===== src/rtl/pcseq_pkg.sv =====
package pcseq_pkg;

  typedef enum logic [3:0] {
    K_SEQ  = 4'd0,
    K_JABS = 4'd1,
    K_JREG = 4'd2,
    K_BRA  = 4'd3,
    K_BCC  = 4'd4,
    K_CABS = 4'd5,
    K_CREG = 4'd6,
    K_RET  = 4'd7,
    K_BEV0 = 4'd8,
    K_BEV1 = 4'd9
  } kind_e;

  typedef enum logic [2:0] {
    SRC_INC = 3'd0,
    SRC_ABS = 3'd1,
    SRC_REG = 3'd2,
    SRC_REL = 3'd3,
    SRC_POP = 3'd4
  } src_e;

  typedef struct packed {
    src_e src;
    logic push;
    logic pop;
  } strobe_t;

endpackage


===== src/rtl/condEval.sv =====
module condEval (
  input  logic [3:0] code,
  input  logic       z,
  input  logic       n,
  input  logic       c,
  input  logic       v,
  output logic       hit
);
  logic sameSign;
  logic base;

  // Codes 8..14 are the complement of codes 0..6; low field 7 never fires.
  always_comb begin
    sameSign = (n == v);
    case (code[2:0])
      3'd0:    base = !c && !z;
      3'd1:    base = !c;
      3'd2:    base = z;
      3'd3:    base = !v;
      3'd4:    base = !n;
      3'd5:    base = sameSign;
      3'd6:    base = sameSign && !z;
      default: base = 1'b0;
    endcase
    hit = (code[2:0] == 3'd7) ? 1'b0 : (base ^ code[3]);
  end
endmodule


===== src/rtl/seqControl.sv =====
module seqControl
  import pcseq_pkg::*;
#(
  parameter int EVT_W     = 16,
  parameter int EVT_IDX_W = $clog2(EVT_W)
) (
  input  logic [3:0]           brKind,
  input  logic [3:0]           condCode,
  input  logic                 flagZ,
  input  logic                 flagN,
  input  logic                 flagC,
  input  logic                 flagV,
  input  logic [EVT_IDX_W-1:0] evtIdx,
  input  logic [EVT_W-1:0]     evtVec,
  output strobe_t              stb,
  output logic                 taken
);
  logic condHit;
  logic evtBit;

  condEval u_cond (
    .code(condCode),
    .z   (flagZ),
    .n   (flagN),
    .c   (flagC),
    .v   (flagV),
    .hit (condHit)
  );

  assign evtBit = evtVec[evtIdx];

  always_comb begin
    stb   = '{src: SRC_INC, push: 1'b0, pop: 1'b0};
    taken = 1'b0;
    case (kind_e'(brKind))
      K_JABS: begin stb.src = SRC_ABS; taken = 1'b1; end
      K_JREG: begin stb.src = SRC_REG; taken = 1'b1; end
      K_BRA:  begin stb.src = SRC_REL; taken = 1'b1; end
      K_BCC:  taken = condHit;
      K_CABS: begin stb.src = SRC_ABS; stb.push = 1'b1; taken = 1'b1; end
      K_CREG: begin stb.src = SRC_REG; stb.push = 1'b1; taken = 1'b1; end
      K_RET:  begin stb.src = SRC_POP; stb.pop = 1'b1; taken = 1'b1; end
      K_BEV0: taken = !evtBit;
      K_BEV1: taken = evtBit;
      default: ;
    endcase
    if ((kind_e'(brKind) == K_BCC || kind_e'(brKind) == K_BEV0 ||
         kind_e'(brKind) == K_BEV1) && taken)
      stb.src = SRC_REL;
  end
endmodule


===== src/rtl/retStack.sv =====
module retStack #(
  parameter int W     = 16,
  parameter int DEPTH = 4
) (
  input  logic         clk,
  input  logic         rstN,
  input  logic         push,
  input  logic         pop,
  input  logic [W-1:0] pushData,
  output logic [W-1:0] popData,
  output logic         full,
  output logic         empty
);
  localparam int PTR_W = (DEPTH > 1) ? $clog2(DEPTH) : 1;
  localparam int CNT_W = $clog2(DEPTH + 1);
  localparam logic [PTR_W-1:0] LAST_IDX = PTR_W'(DEPTH - 1);
  localparam logic [CNT_W-1:0] CNT_MAX  = CNT_W'(DEPTH);

  logic [W-1:0]     slots [DEPTH];
  logic [PTR_W-1:0] wrPtr;
  logic [PTR_W-1:0] topIdx;
  logic [CNT_W-1:0] cnt;

  assign topIdx  = (wrPtr == '0) ? LAST_IDX : wrPtr - 1'b1;
  assign full    = (cnt == CNT_MAX);
  assign empty   = (cnt == '0);
  assign popData = empty ? '0 : slots[topIdx];

  // Circular buffer: a push when full overwrites the oldest slot.
  always_ff @(posedge clk) begin
    if (!rstN) begin
      for (int i = 0; i < DEPTH; i++) slots[i] <= '0;
      wrPtr <= '0;
      cnt   <= '0;
    end else if (push) begin
      slots[wrPtr] <= pushData;
      wrPtr        <= (wrPtr == LAST_IDX) ? '0 : wrPtr + 1'b1;
      if (!full) cnt <= cnt + 1'b1;
    end else if (pop && !empty) begin
      wrPtr <= topIdx;
      cnt   <= cnt - 1'b1;
    end
  end
endmodule


===== src/rtl/seqDatapath.sv =====
module seqDatapath
  import pcseq_pkg::*;
#(
  parameter int PC_W     = 16,
  parameter int DEPTH    = 4,
  parameter int RESET_PC = 0
) (
  input  logic            clk,
  input  logic            rstN,
  input  logic            advance,
  input  strobe_t         stb,
  input  logic [PC_W-1:0] absTarget,
  input  logic [PC_W-1:0] regTarget,
  input  logic [PC_W-1:0] relOffset,
  output logic [PC_W-1:0] pc,
  output logic            stackOvf,
  output logic            stackUnf
);
  logic [PC_W-1:0] pcInc;
  logic [PC_W-1:0] relTgt;
  logic [PC_W-1:0] popData;
  logic [PC_W-1:0] nextPc;
  logic            stkFull;
  logic            stkEmpty;

  assign pcInc  = pc + 1'b1;
  assign relTgt = pcInc + relOffset;

  retStack #(.W(PC_W), .DEPTH(DEPTH)) u_stack (
    .clk     (clk),
    .rstN    (rstN),
    .push    (advance && stb.push),
    .pop     (advance && stb.pop),
    .pushData(pcInc),
    .popData (popData),
    .full    (stkFull),
    .empty   (stkEmpty)
  );

  always_comb begin
    case (stb.src)
      SRC_ABS: nextPc = absTarget;
      SRC_REG: nextPc = regTarget;
      SRC_REL: nextPc = relTgt;
      SRC_POP: nextPc = popData;
      default: nextPc = pcInc;
    endcase
  end

  always_ff @(posedge clk) begin
    if (!rstN) begin
      pc       <= PC_W'(RESET_PC);
      stackOvf <= 1'b0;
      stackUnf <= 1'b0;
    end else if (advance) begin
      pc       <= nextPc;
      stackOvf <= stb.push && stkFull;
      stackUnf <= stb.pop && stkEmpty;
    end
  end
endmodule


===== src/rtl/pcSequencer.sv =====
module pcSequencer
  import pcseq_pkg::*;
#(
  parameter int PC_W        = 16,
  parameter int STACK_DEPTH = 4,
  parameter int EVT_W       = 16,
  parameter int RESET_PC    = 0,
  localparam int EVT_IDX_W  = $clog2(EVT_W)
) (
  input  logic                 clk,
  input  logic                 rstN,
  input  logic                 advance,
  input  logic [3:0]           brKind,
  input  logic [3:0]           condCode,
  input  logic                 flagZ,
  input  logic                 flagN,
  input  logic                 flagC,
  input  logic                 flagV,
  input  logic [PC_W-1:0]      absTarget,
  input  logic [PC_W-1:0]      regTarget,
  input  logic [PC_W-1:0]      relOffset,
  input  logic [EVT_IDX_W-1:0] evtIdx,
  input  logic [EVT_W-1:0]     evtVec,
  output logic [PC_W-1:0]      pc,
  output logic                 taken,
  output logic                 stackOvf,
  output logic                 stackUnf
);
  strobe_t stb;

  seqControl #(.EVT_W(EVT_W), .EVT_IDX_W(EVT_IDX_W)) u_ctrl (
    .brKind  (brKind),
    .condCode(condCode),
    .flagZ   (flagZ),
    .flagN   (flagN),
    .flagC   (flagC),
    .flagV   (flagV),
    .evtIdx  (evtIdx),
    .evtVec  (evtVec),
    .stb     (stb),
    .taken   (taken)
  );

  seqDatapath #(.PC_W(PC_W), .DEPTH(STACK_DEPTH), .RESET_PC(RESET_PC)) u_dp (
    .clk      (clk),
    .rstN     (rstN),
    .advance  (advance),
    .stb      (stb),
    .absTarget(absTarget),
    .regTarget(regTarget),
    .relOffset(relOffset),
    .pc       (pc),
    .stackOvf (stackOvf),
    .stackUnf (stackUnf)
  );
endmodule


===== config.mk =====
export PLATFORM = sky130hd
export DESIGN_NAME = pcSequencer
export DESIGN_NICKNAME = d
export VERILOG_FILES = /design/src/rtl/pcseq_pkg.sv /design/src/rtl/condEval.sv /design/src/rtl/seqControl.sv /design/src/rtl/retStack.sv /design/src/rtl/seqDatapath.sv /design/src/rtl/pcSequencer.sv
export SDC_FILE = /design/constraint.sdc
export NUM_CORES = 1
export LEC_CHECK = 0
export CAP_MARGIN = 15
export CORE_AREA = 8 8 135 137
export DETAILED_ROUTE_END_ITERATION = 10
export DIE_AREA = 0 0 143 145
export DONT_BUFFER_PORTS = 1
export PLACE_DENSITY = 0.53
export SLEW_MARGIN = 20
export SYNTH_ARGS = -nofsm -noshare
export SYNTH_HDL_FRONTEND = slang
export SYNTH_HIERARCHICAL = 1
export SYNTH_SLANG_ARGS = --single-unit
export TNS_END_PERCENT = 50

===== constraint.sdc =====
create_clock -name clk -period 3.9 [get_ports clk]
set_clock_uncertainty 0.1 [all_clocks]
set_input_delay 0.78 -clock clk [delete_from_list [all_inputs] [get_ports clk]]
set_output_delay 0.78 -clock clk [all_outputs]
set_load 0.005 [all_outputs]

==> results by group <==
Clock tree
  • CTS Buf Count: 9
  • # Post-CTS Setup Buffers: 0
  • CTS clk-pin slew, worst paths: 0.07 ns
  • Resized cells post-CTS: 0
  • Post-CTS Hold Fix Bufs: 0
  • Clock Latency Late Sink: 0.34 ns
  • Clock Sinks: 87
  • Htree depth: 3
  • Root Driver: clkbuf_16
  • Maximum clock insertion buffer count: 2
  • CTS tree: yes

Worst setup path
  • Crit-path max FO: 8
  • Critical path's largest stage delay: 0.67 ns
  • Req. time, crit path: 4.03 ns
  • Setup crit end kind: register
  • CP Cell Sequence: nand4_4 -> nor3_1 -> xor2_1 -> ha_1 -> nand2_1 -> or4_1 -> o21ai_1 -> mux2_1 -> o221ai_1 -> a21boi_1
  • Slowest-stage cell, CP: xor2_1
  • WS Path Type: reg2reg
  • Startpoint Class: register
  • Worst EP arrival: 3.75 ns
  • CP top delay family: simple AND/OR/NAND/NOR gates
  • CP Buf/Inv Count: 0

Synth
  • Compound-Gate Fraction of Synth Area: between 10% and 20%
  • Yosys top cell by area: edfxtp_1
  • Post-synth EDFFs: 64
  • Largest cells by area after synthesis: edfxtp_1, dfxtp_1, and2_1, ha_1, a21oi_1
  • Synth Register Bits: 87
  • Sequential area share after synthesis: 37.97%
  • Library cells used by synthesis: 77
  • Mapped Area: 6274 um2
  • Asr flop ratio synth: 0%
  • Share of the synthesized area in the top cell type: 30.63%
  • Xor/xnor share of the synthesized area: 4.448%
  • Mean Syn Cell Area: 9.926 um2
  • Post-synth top flop: edfxtp_1
  • Post-synth top cells: edfxtp_1, and2_1, nand2_1
  • YS warnings: 6
  • Largest family of logic cells by synthesized area: simple AND/OR/NAND/NOR gates
  • Mux share of post-synthesis cell area: 8.237%
  • Cells after Synth: 632
  • Total nets after synthesis: 740
  • Post-Synth Simple-Gate Area: 22.84%
  • Adder-Cell Fraction of Synth Area: 5.225%
  • Most common cell in the netlist: edfxtp_1

Floorplan
  • Num rows: 47
  • Starting Density: 38.79%
  • Core Region: 16170 um2
  • Num ports: 102
  • Die width: 143 um
  • Die Y: 145 um
  • Die ar.: 20740 um2

Detailed routing
  • DRC: 0
  • DR pass1 iterations: 5
  • Antenna Nets Post-Route: 0
  • Initial DRC Count: 479
  • Vias: 4981
  • Final wirelength: 18.87 mm
  • Wire length per cell: around 22 um
  • Vias/cell: around 5.8

Finish
  • Layout net count: 745
  • Reg area: 2382 um2
  • Fillers: 1585
  • Post-Layout Inst Area: approximately 6900 um2
  • Area of the multi-input gates: 3656 um2
  • Ant. Diodes: 0
  • Fraction of layout cells with a size suffix above 1: around 14%
  • Layout Area Growth over Synthesis: 10.31%

STA
  • Max Slew Vio Count: 0
  • Final period util: 92.76%
  • Min Tclk post-route: 3.618 ns
  • Least-Margin Pin Slew: 0.8164 ns
  • Slew headroom: 45.57%
  • Total Neg Setup Slack: 0 ns
  • Final Hold Viols: 0
  • Setup-failing EPs final: 0
  • Fmax: 276.4 MHz
  • RSZ-0062 raised after global routing: false

GRT
  • Vias in the first global route: 4954
  • Largest net degree at the start of global routing: 46
  • GR Util All Layers: 18.09%
  • Initial antenna violation count: 0
  • Overflow after GRT: 0
  • First-pass GRT wire length: 28.67 mm

Place
  • Cell Area, Placed: 6633 um2
  • Port bufs: 0
  • Final GP Congestion: roughly 0.86
  • Post-DP HPWL: roughly 14 mm

Pwr
  • Static Leak: ~2.8 nW
  • Peak supply drop: 180.5 uV
  • Pwr Density: 361.3 nW/um2

Job
  • Max Cap Violations: 0

Worst hold path
  • Worst hold path class: reg2reg

Outcome
  • Outcome: completed
## worst reg2reg max path: cells and delay by family, from the launching register on
kind | cells | cell delay, ns
adders and majority gates | 1 | 0.30
DFF | 1 | 0.54
AOI/OAI and AO/OA | 3 | 0.46
and+or+nand+nor | 4 | 1.07
muxes | 1 | 0.35
xor gates and xnor gates | 1 | 0.67
## state kept, by name (all words and copies together), names as in the netlist
signal and count:
u_dp/pc 16, u_dp/stackOvf 1, u_dp/stackUnf 1, u_dp/u_stack/cnt 3, u_dp/u_stack/slots 64, u_dp/u_stack/wrPtr 2
## per-layer routing
layer	wire, um	vias up	track usage (%)
li1	-	2359	-
met1	8450	2417	23.95
met2	8741	185	28.40
met3	1440	20	4.593
met4	239	0	5.210
met5	0	-	0
## through the flow
step	hold WS [ns]	power [W]	worst slack (ns)	util (%)	cells
5_1_grt	0.4146	0.002616	0.08007	42.79	862
2_1_floorplan	0.3658	0.001494	0.3055	-	632
3_5_place_dp	0.3972	0.001675	0.1870	41.01	846
3_3_place_gp	0.3994	0.001666	0.2133	41.01	846
6_report	0.4064	0.002500	0.2822	42.79	862
4_1_cts	0.4134	0.002511	0.3032	42.79	862
## cell usage in the layout, fill, tap and decap left out, types with 5 or more instances in the layout
master,n
dfxtp_1,23
xnor2_1,15
a211oi_1,7
a21oi_1,38
and3_1,19
nand4_1,6
nand2b_1,17
mux4_2,7
clkbuf_16,9
o211a_1,10
ha_1,23
a31oi_1,7
nor2_1,32
o22ai_1,11
nor2b_1,19
xor2_1,15
nor3_1,8
o21ai_0,19
and2_1,61
o31ai_1,5
inv_1,15
mux2i_1,10
nand2_1,41
nor3_2,5
buf_4,35
mux2_4,8
nand3_1,11
o211ai_1,7
o21a_1,5
edfxtp_1,64
## final timing paths
check,from,to,slack (ns),depth (start not counted)
setup / recovery,u_dp/pc[2],u_dp/pc[14],0.28,10
hold / removal,u_dp/stackUnf,u_dp/stackUnf,0.41,2
setup reg to reg,u_dp/pc[2],u_dp/pc[14],0.28,10
hold reg to reg,u_dp/stackUnf,u_dp/stackUnf,0.41,2
## report_power, final
| group | total (W) | switching, W | internal, W |
|---|---|---|---|
| clock | 0.000841 | 0.000397 | 0.000445 |
| combinational | 0.000573 | 0.000332 | 0.000240 |
| sequential | 0.00109 | 0.0000513 | 0.00103 |
## kinds of logic (layout without fill, tap and decap cells)
| family | Yosys count | in the layout |
|---|---|---|
| buffers and inverters | 56 | 66 |
| AND/OR/NAND/NOR | 245 | 245 |
| flip-flops | 87 | 87 |
| adder cells (fa/ha/maj) | 25 | 25 |
| AO/OA/AOI/OAI | 156 | 156 |
| XOR/XNOR | 31 | 31 |
| multiplexers | 32 | 32 |
## cell type report
cell class | count | area share [%]
sequential | 87 | 34.42
tap | 220 | 3.978
inverter | 15 | 0.8136
timing repair buffer | 35 | 3.797
clock buffer | 9 | 3.254
clock inverter | 7 | 0.9040
multi-input combinational | 489 | 52.83
No activity file was read; power rests on OpenSTA's default activity.
